### config.mk
export PLATFORM = sky130hd
export DESIGN_NAME = tx_dac_router
export DESIGN_NICKNAME = d
export VERILOG_FILES = /design/src/rtl/tx_route_pkg.sv /design/src/rtl/txr_collect.sv /design/src/rtl/txr_lane.sv /design/src/rtl/tx_dac_router.sv
export SDC_FILE = /design/constraint.sdc
export NUM_CORES = 1
export LEC_CHECK = 0
export ABC_AREA = 1
export BUFFER_PORTS_ARGS = -buffer_cell sky130_fd_sc_hd__buf_2
export CORE_MARGIN = 2
export CORE_UTILIZATION = 50
export CTS_BUF_LIST = sky130_fd_sc_hd__clkbuf_2
export DETAILED_ROUTE_END_ITERATION = 6
export PLACE_DENSITY_LB_ADDON = 0.08
export REMOVE_ABC_BUFFERS = 1
export SYNTH_ARGS = -nofsm -noshare
export SYNTH_HDL_FRONTEND = slang
export SYNTH_HIERARCHICAL = 1
export SYNTH_SLANG_ARGS = --single-unit
### constraint.sdc
create_clock -name clk -period 3.28 [get_ports clk]
set_input_delay 0.656 -clock clk [delete_from_list [all_inputs] [get_ports clk]]
set_output_delay 0.656 -clock clk [all_outputs]
set_load 0.01 [all_outputs]
### src/rtl/tx_route_pkg.sv
package tx_route_pkg;
  localparam int NUM_DAC  = 4;
  localparam int NUM_SRC  = 4;
  localparam int FIELD_W  = 4;
  localparam int CODE_W   = FIELD_W - 1;
  localparam int SEL_W    = $clog2(NUM_SRC);
  localparam int MAP_W    = NUM_DAC * FIELD_W;

  typedef struct packed {
    logic              en;
    logic [CODE_W-1:0] code;
  } dac_field_t;
endpackage

### src/rtl/txr_collect.sv
module txr_collect #(
  parameter int W = 16
) (
  input  logic                                 clk,
  input  logic                                 rst_n,
  input  logic [W-1:0]                         in_data,
  input  logic                                 in_valid,
  output logic                                 in_ready,
  input  logic                                 two_chan,
  output logic                                 set_done,
  output logic [tx_route_pkg::NUM_SRC-1:0][W-1:0] set_words
);
  import tx_route_pkg::*;
  localparam int IDX_W = SEL_W;

  logic                       rdy_q;
  logic [IDX_W-1:0]           idx_q;
  logic                       two_q;
  logic [NUM_SRC-1:0][W-1:0]  hold_q;
  logic                       accept;
  logic                       two_now;
  logic [IDX_W-1:0]           last_idx;

  assign in_ready = rdy_q;
  assign accept   = in_valid && rdy_q;
  assign two_now  = (idx_q == '0) ? two_chan : two_q;
  assign last_idx = two_now ? IDX_W'(NUM_SRC - 1) : IDX_W'(NUM_SRC / 2 - 1);
  assign set_done = accept && (idx_q == last_idx);

  always_ff @(posedge clk or negedge rst_n) begin
    if (!rst_n) begin
      rdy_q  <= 1'b0;
      idx_q  <= '0;
      two_q  <= 1'b0;
      hold_q <= '0;
    end else begin
      rdy_q <= 1'b1;
      if (accept) begin
        hold_q[idx_q] <= in_data;
        if (idx_q == '0) two_q <= two_chan;
        idx_q <= (idx_q == last_idx) ? '0 : idx_q + 1'b1;
      end
    end
  end

  for (genvar i = 0; i < NUM_SRC; i++) begin : g_word
    always_comb begin
      if (!two_now && i >= NUM_SRC / 2)
        set_words[i] = '0;
      else if (idx_q == IDX_W'(i))
        set_words[i] = in_data;
      else
        set_words[i] = hold_q[i];
    end
  end
endmodule

### src/rtl/txr_lane.sv
module txr_lane #(
  parameter int W = 16
) (
  input  tx_route_pkg::dac_field_t                  field,
  input  logic [tx_route_pkg::NUM_SRC-1:0][W-1:0]   words,
  output logic [W-1:0]                              sample,
  output logic                                      illegal
);
  import tx_route_pkg::*;
  logic legal;

  assign legal   = (field.code < CODE_W'(NUM_SRC));
  assign illegal = field.en && !legal;
  assign sample  = (field.en && legal) ? words[field.code[SEL_W-1:0]] : '0;
endmodule

### src/rtl/tx_dac_router.sv
module tx_dac_router #(
  parameter int W     = 16,
  parameter int CFG_W = 32
) (
  input  logic             clk,
  input  logic             rst_n,
  input  logic [W-1:0]     in_data,
  input  logic             in_valid,
  output logic             in_ready,
  input  logic             two_chan,
  input  logic             cfg_we,
  input  logic [CFG_W-1:0] cfg_wdata,
  output logic [W-1:0]     dac0,
  output logic [W-1:0]     dac1,
  output logic [W-1:0]     dac2,
  output logic [W-1:0]     dac3,
  output logic             dac_stb,
  output logic             cfg_err
);
  import tx_route_pkg::*;

  logic [MAP_W-1:0]                map_q;
  logic                            set_done;
  logic [NUM_SRC-1:0][W-1:0]       set_words;
  logic [NUM_DAC-1:0][W-1:0]       lane_out;
  logic [NUM_DAC-1:0]              lane_bad;
  logic [NUM_DAC-1:0][W-1:0]       dac_q;
  logic                            stb_q;
  logic                            err_q;

  txr_collect #(.W(W)) u_collect (
    .clk      (clk),
    .rst_n    (rst_n),
    .in_data  (in_data),
    .in_valid (in_valid),
    .in_ready (in_ready),
    .two_chan (two_chan),
    .set_done (set_done),
    .set_words(set_words)
  );

  for (genvar k = 0; k < NUM_DAC; k++) begin : g_lane
    txr_lane #(.W(W)) u_lane (
      .field  (dac_field_t'(map_q[k*FIELD_W +: FIELD_W])),
      .words  (set_words),
      .sample (lane_out[k]),
      .illegal(lane_bad[k])
    );
  end

  always_ff @(posedge clk or negedge rst_n) begin
    if (!rst_n) begin
      map_q <= '0;
      dac_q <= '0;
      stb_q <= 1'b0;
      err_q <= 1'b0;
    end else begin
      if (cfg_we) map_q <= cfg_wdata[MAP_W-1:0];
      stb_q <= set_done;
      if (set_done) begin
        dac_q <= lane_out;
        err_q <= |lane_bad;
      end
    end
  end

  assign dac0    = dac_q[0];
  assign dac1    = dac_q[1];
  assign dac2    = dac_q[2];
  assign dac3    = dac_q[3];
  assign dac_stb = stb_q;
  assign cfg_err = err_q;
endmodule

# Word level (Yosys, flattened, before mapping)
# Cells that the tools add are included.
[op_classes]
add_sub_neg = 1
n_lt_le_gt_ge = 10
n_eq_ne = 4
mux = 24
reduce_logical = 17
[ops]
columns = ["operator", "n"]
rows = [
  ["$mux 16", 15],
  ["$bmux 16 s2", 4],
  ["$bwmux 64", 1],
  ["$demux 16 s2", 1],
  ["$lt 2x3->1 const B", 5],
  ["$lt 3x3->1 const B", 4],
  ["$logic_and 1x1->1", 11],
  ["$eq 2x2->1 const B", 2],
  ["$logic_not 1->1", 4],
  ["$mux 2", 2],
  ["$reduce_or 4->1", 1],
  ["$add 2x1->2 const B", 1],
  ["$eq 2x1->1 const B", 1],
  ["$eq 2x2->1", 1],
  ["$ge 2x1->1 const B", 1],
  ["$logic_not 2->1", 1],
  ["$mux 1", 1],
]
[totals]
regBits = 150
inputBits = 53
output_inout_bits = 67
word_cells = 70

# Depth between registers and ports, before layout
# Gate-level depths: netlist (run 1).
[logic_depth]
word_depth = 6
ltp_mapped = 14
mapped_depth_nobuf = 13

# Modules after synthesis
# Netlist (run 1), hierarchy kept.
[modules_own_cells]
columns = ["mod", "instances", "cells_per_inst", "area_each_um2", "seq_area_each_um2"]
rows = [
  ["txr_collect", 1, 431, 3704.8, 1701.6],
  ["txr_lane", 4, 193, 835.8, 0.0],
  ["tx_dac_router", 1, 346, 3150.5, 2052.0],
]

# Least setup slack after synthesis (run 1)
# OpenSTA, ideal clock, no wires.
[synth_path]
path_kind = "register to register"
from = "register u_collect.idx_q[0]"
to = "register dac_q (netlist bit dac3[8])"
setup_time_ps = 65
arrival_time_ps = 1734
t_required_ps = 3215
setup_slack_ps = 1481
stages_incl_launch_ff = 12
n_path_buf = 1
period_less_slack_ps = 1799
cell_sequence = "dfrtp_1 -> inv_1 -> ha_1 -> inv_2 -> clkbuf_1 -> o21ai_0 -> inv_1 -> nand2_1 -> nand3_1 -> a21oi_1 -> nand2_1 -> nand2_1"
[synth_lines]
columns = ["element", "line", "text"]
rows = [
  ["from (decl)", "txr_collect.sv:17", "logic [IDX_W-1:0] idx_q;"],
  ["from (signal assigned)", "txr_collect.sv:41", "idx_q <= (idx_q == last_idx) ? '0 : idx_q + 1'b1;"],
  ["to (signal assigned)", "tx_dac_router.sv:61", "dac_q <= lane_out;"],
  ["to (decl)", "tx_dac_router.sv:27", "logic [NUM_DAC-1:0][W-1:0] dac_q;"],
]

# Final worst setup path (run 1)
[layout_path]
from = "register u_collect.idx_q[1]"
to = "register dac_q (netlist bit dac3[14])"
[layout_via]
elab_cells_between_ends = 17
cone_classes = "4 x eq/ne; 11 x mux; 2 x reduce/logical"
[layout_lines]
columns = ["element", "line", "text"]
rows = [
  ["$logic_not 2->1", "txr_collect.sv:26", "assign two_now = (idx_q == '0) ? two_chan : two_q;"],
  ["$mux 1", "txr_collect.sv:26", ""],
  ["$mux 2", "txr_collect.sv:27", "assign last_idx = two_now ? IDX_W'(NUM_SRC - 1) : IDX_W'(NUM_SRC / 2 - 1);"],
  ["$eq 2x2->1 *", "txr_collect.sv:28", "assign set_done = accept && (idx_q == last_idx);"],
  ["$logic_and 1x1->1 *", "txr_collect.sv:28", ""],
  ["via set_done", "tx_dac_router.sv:23", "logic set_done;"],
]
# Mark *: on every way through the listed nets, which the timed path passes. The rest lies on a longest branch. The select of a mux whose other input is x is not followed.
# A chain may end at the register's enable or synchronous reset.

==> results of run 1 <==
[state kept, by name (all words and copies together), names as in the netlist]
signal / count
u_collect/idx_q: 2
u_collect/two_q: 1
dac_stb: 1
dac3: 16
dac0: 16
cfg_err: 1
dac2: 16
map_q: 16
u_collect/hold_q: 64
u_collect/in_ready: 1
dac1: 16
[cell type report]
cell class,instances,area [µm²],area share (%)
multi-input cells,968,4429,41.12
well taps,270,337.8,3.136
inverters,344,1296,12.03
flip-flops and latches,150,3754,34.85
diodes,1,2.502,0.02323
repair buffers,121,696.9,6.470
clock inverters,12,155.1,1.440
clock buffers,20,100.1,0.9293
[metal layers]
layer	share of wire, %	routed length, µm
met5	0	0
met1	45	12910
met2	47	13490
met4	1.7	491
met3	6.6	1911
[timing repair]
action,CTS,global route
endpoints found under the setup margin,0,0
hold buffers,1,0
hold endpoints to repair,48,0
[path summary, 6_finish.rpt]
| path | to | slack (ns) |
|---|---|---|
| min | map_q[3] | 0.1 |
| min reg2reg | dac0[13] | 0.49 |
| max reg2reg | dac3[14] | 0.75 |
| max in group asynchronous | u_collect/hold_q[5] | 2.17 |
| min in group asynchronous | dac0[12] | 0.39 |
| max | dac3[14] | 0.75 |
[per-stage QoR]
step | hold slack [ns] | setup WS, ns | instance area (µm²) | total power [µW] | utilization, %
6_report | 0.09582 | 0.7513 | 10770 | 9394 | 53.58
4_1_cts | 0.03716 | 0.6865 | 10770 | 9410 | 53.57
5_1_grt | 0.01857 | 0.4634 | 10770 | 10390 | 53.58
2_1_floorplan | 0.3604 | -1.371 | 9472 | 6760 | -
3_5_place_dp | 0.4533 | 0.7742 | 10500 | 8249 | 52.25
3_3_place_gp | 0.4490 | 0.8003 | 10500 | 8141 | 52.25
[cells by family after synthesis]
logic type                 Yosys count  share of synthesized area, %
and+or+nand+nor                    753                         29.79
buffers and inverters              431                         19.84
AOI/OAI and AO/OA                  177                         8.686
DFF                                150                         36.81
muxes                               32                         4.269
adders and majority gates            4                        0.4908
other                                1                       0.03677
xor gates and xnor gates             1                       0.08589
[worst min-delay path: stages]
cell and delay [ns]:
buf_2 0.07, nand2_1 0.04, o21ai_0 0.06
[report_power, final]
group / internal, µW / switching [µW] / leakage (µW)
logic: 1920 / 3260 / 0.00437
clock network: 432 / 705 / 0.000144
registers: 2650 / 414 / 0.00194
total: 5010 / 4380 / 0.00646
[layout by cell type (no fill, tap or decap), drive strengths merged]
cell / n
dfrtp: 150
nor2: 21
mux2: 32
bufinv: 3
nand2: 601
inv: 344
a21oi: 81
buf: 120
clkinvlp: 4
ha: 4
clkbuf: 20
nand3: 131
dlygate4sd3: 1
xor2: 1
conb: 1
clkinv: 5
o21ai: 96
diode: 1
==> out/metrics.yaml, run 1 <==
crit_cells: 10
gr-total-overflow: 0
synth_cell_types: 23
ys_top_cells_by_area: "dfrtp_1, nand2_1, inv_1, nand3_1, buf_6"
fp.dieH_um: 146.8
num_vias: 9294
port_buffers: 103
power_density_mw_per_mm2: 872.1
hp-class: "in -> reg"
clock_latency_ns: 0.75
detail_route.first_pass.iterations: 6
ios: 120
cts_tree: "built"
syn-mean-instance-area_um2: 6.584
h-tree-depth: 4
outcome: "finished clean"
synth_edf_count: 0
post-dp-hpwl_um: 16450
slowest_stage: "inv_2"
worstSetupStartpoint: "u_collect/idx_q[1]"
numCtsBuffers: 17
yosys.area.top_type_share_pct: 36.81
drive_above_1_share_pct: 13.00
rows: 52
critPathRequiredTime_ns: 3.94
cp.arrival_ns: 3.19
crit_fanout: 65
synth_most_common_cell: "nand2_1"
initial_utilization_pct: 50.73
path_class: "reg -> reg"
antenna_found_initial: 1
path_buf_inv: 3
root_buffer: "clkbuf_2"
dp_cells: 1852
maxSlewHeadroom_pct: 25.83
timing.final.crit_share_pct: 77.09
die_w_um: 146.8
syn_area_mm2: 0.01020
max_stage_delay_ns: 0.80
gr-max-usage-layer: "met2"
cts_setup_buffers: 0
ant_nets: 0
synth_area_leader_cell: "dfrtp_1"
fin_tns_setup_ns: 0
path_delay_family: "buffers and inverters"
critPathLaunchType: "flop"
clkSinkCount: 150
grt_pass1_vias: 8376
rr_worst_depth: 10
worstMarginPinSlew_ns: 1.111
core-area_mm2: 0.02010
area_growth_pct: 5.619
drtIter0Drc: 1000
final_cells: 1886
synthFlopType: "dfrtp_1"
finalSetupViolCount: 0
grt.total_usage_pct: 27.06
hold_viol: 0
drc: 0
synth_seq_cells: 150
place.gp.congestion: 0.8236
yosys_warnings: 6
synth_common_cells: "nand2_1, inv_1, dfrtp_1, nand3_1, o21ai_0"
cts_resized: 0
drv_slew: 0
post_drt_wl_per_cell_um: 15.27
clk_path_buf_depth: 2
grt_pass1_wl_um: 45240
synth-seq-area-share_pct: 36.81
min_period_ns: 2.529
use_met1_pct: 37.10
synth_cells: 1549
worstHoldPathCells: 3
fmax_mhz: 395.5
clk_pin_slew_ns: 0.23
vdd_drop_max_uv: 501.6
grtUsageMet3_pct: 4.534
path_cells: "inv_1 -> ha_1 -> inv_2 -> nand2_2 -> nand3_1 -> nand3_1 -> nor2_4 -> inv_2 -> nand2_1 -> nand2_1"
rr_startpoint: "u_collect/idx_q[1]"
async_flop_share_pct: 100.0
endpoint_kind: "flop"
power_leakage_uw: 0.006458
grt_start_max_net_pins: 67
dieArea_mm2: 0.02156
grt_setup_unrepaired: "false"
filler_cell_count: 2048
drv_cap: 0
fin_skew_ns: 0.04747
use_met2_pct: 44.72
hold_start: "cfg_wdata[3]"
viasPerCell: 4.928
fin_nets: 1659
drt-total-wl_um: 28800
Note: power is estimated with default switching activity, not from simulation.
==> run 2: changes to the inputs <==
Clock period 3.28 ns to 2.35 ns, I/O delays scaled along.
==> out/metrics.yaml, run 2 (synthesized netlist as in run 1, its figures left out) <==
finalSetupViolCount: 0  # unchanged
maxSlewHeadroom_pct: 53.96  # was 25.83%
timing.final.crit_share_pct: 92.30  # was 77.09%
pre_cts_ws_ns: 0.2230  # was 0.7742 ns
cts_setup_buffers: 0  # unchanged
port_buffers: 103  # unchanged
path_buf_inv: 4  # was 3
critPathRequiredTime_ns: 3.04  # was 3.94 ns
outcome: "finished clean"  # unchanged
clkSinkCount: 150  # unchanged
max_stage_delay_ns: 0.48  # was 0.80 ns
gr-total-overflow: 0  # unchanged
drc: 0  # unchanged
hold_viol: 0  # unchanged
vdd_drop_max_uv: 587.4  # was 501.6 µV
grt.total_usage_pct: 27.31  # was 27.06%
num_vias: 9452  # was 9294
most-common-layout-cells: "nand2_1, inv_1, dfrtp_1"  # unchanged
drive_above_1_share_pct: 13.91  # was 13.00%
layout_commonest_cell: "nand2_1"  # unchanged
path_delay_family: "compound AO/OA/AOI/OAI gates"  # was buffers and inverters
die_w_um: 146.8  # unchanged
worstMarginPinSlew_ns: 0.6896  # was 1.111 ns
power_leakage_uw: 0.006684  # was 0.006458 µW
drv_slew: 0  # unchanged
regMostFlops: "u_collect/hold_q"  # unchanged
grt_pass1_wl_um: 46130  # was 45240 µm
rows: 52  # unchanged
clock_latency_ns: 0.75  # about the same
core-area_mm2: 0.02010  # unchanged
detail_route.first_pass.iterations: 5  # was 6
grt_setup_unrepaired: "false"  # unchanged
min_period_ns: 2.169  # was 2.529 ns
viasPerCell: 4.910  # was 4.928
power.total_uw: 13710  # was 9394 µW
clk_pin_slew_ns: 0.23  # about the same
antenna_found_initial: 1  # unchanged
path_class: "reg -> reg"  # unchanged
post-dp-hpwl_um: 17790  # was 16450 µm
drv_cap: 0  # unchanged
whs_ns: 0.06409  # was 0.09582 ns
drt-total-wl_um: 29160  # was 28800 µm
power_density_mw_per_mm2: 1223  # was 872.1 mW/mm²
cp_common_cell: "nand2_1"
path_cells: "inv_1 -> ha_1 -> inv_2 -> buf_12 -> o21ai_0 -> inv_1 -> nand2_1 -> nand3_1 -> a21oi_1 -> nand2_1 -> nand2_1"  # was inv_1 -> ha_1 -> inv_2 -> nand2_2 -> nand3_1 -> nand3_1 -> nor2_4 -> inv_2 -> nand2_1 -> nand2_1
ant_nets: 0  # unchanged
drtIter0Drc: 828  # was 1000
fin_skew_ns: 0.03800  # was 0.04747 ns
ios: 120  # unchanged
critPathLaunchType: "flop"  # unchanged
cts_tree: "built"  # unchanged
hp-class: "in -> reg"  # unchanged
grt_pass1_vias: 8645  # was 8376
clk_path_buf_depth: 2  # unchanged
numCtsBuffers: 17  # unchanged
fp.dieH_um: 146.8  # unchanged
place.gp.congestion: 0.8600  # was 0.8236
root_buffer: "clkbuf_2"  # unchanged
worst_slack_ns: 0.1810  # was 0.7513 ns
fin_nets: 1698  # was 1659
area_growth_pct: 9.950  # was 5.619%
cp.arrival_ns: 2.86  # was 3.19 ns
post_drt_wl_per_cell_um: 15.15  # was 15.27 µm
initial_utilization_pct: 50.73  # unchanged
h-tree-depth: 4  # unchanged
endpoint_kind: "flop"  # unchanged
grt_start_max_net_pins: 50  # was 67
slowest_stage: "dfrtp_1"  # was inv_2
crit_fanout: 32  # was 65
fmax_mhz: 461.0  # was 395.5 MHz
largest_register_ffs: 64  # unchanged
dieArea_mm2: 0.02156  # unchanged
## run 2: worst paths after layout
path | slack (ns) | startpoint | to | cells after the start
worst max-delay path | 0.18 | u_collect/idx_q[1] | dac0[4] | 11
worst min-delay path | 0.06 | in_data[12] | u_collect/hold_q[12] | 3
worst max register to register | 0.18 | u_collect/idx_q[1] | dac0[4] | 11
worst min register to register | 0.49 | dac2[6] | dac2[6] | 2
max in group asynchronous | 1.48 | rst_n | u_collect/hold_q[34] | 3
min in group asynchronous | 0.20 | rst_n | u_collect/hold_q[44] | 2
## run 2: stage by stage
step	instance area, µm²	instances	TNS, ns	util, %
after global routing	11210	1925	0	55.78
after global placement	10720	1872	0	53.30
final	11210	1925	0	55.78
after CTS	11160	1921	0	55.51
after floorplan	9472	1462	-150.49	-
after detailed placement	10720	1872	0	53.30
## run 2: cell type report
cell class / count / area, µm²
Clock buffer: 19 / 95.09
Inverter: 344 / 1296
Antenna cell: 1 / 2.502
Multi-Input combinational cell: 968 / 4434
Timing Repair Buffer: 160 / 1115
Sequential cell: 150 / 3754
Clock inverter: 13 / 178.9
Fill cell: 2046 / 8891
Tap cell: 270 / 337.8
## run 2: layer usage
metal / vias up / routed length, µm / global-route usage (%)
met5: - / 0 / 0
met4: 0 / 434 / 7.864
met3: 29 / 1585 / 4.006
met2: 294 / 13630 / 44.32
met1: 4346 / 13510 / 38.24
li1: 4783 / - / -
## run 2: worst min-delay path, delay by kind of cell
family | cells | cell delay [ns]
compound gates | 1 | 0.09
buf+inv | 2 | 0.24
## run 2: timing repair
| item | 4_1_cts | 5_1_grt |
|---|---|---|
| resized for setup | 0 | 4 |
| hold buffers | 17 | 2 |
| endpoints found under the setup margin | 0 | 4 |
| endpoints found under the hold margin | 84 | 2 |
## run 2: power by group
group / switching [µW] / internal (µW) / total, µW
registers: 600 / 3710 / 4310
logic: 4690 / 3020 / 7710
clock network: 991 / 706 / 1700
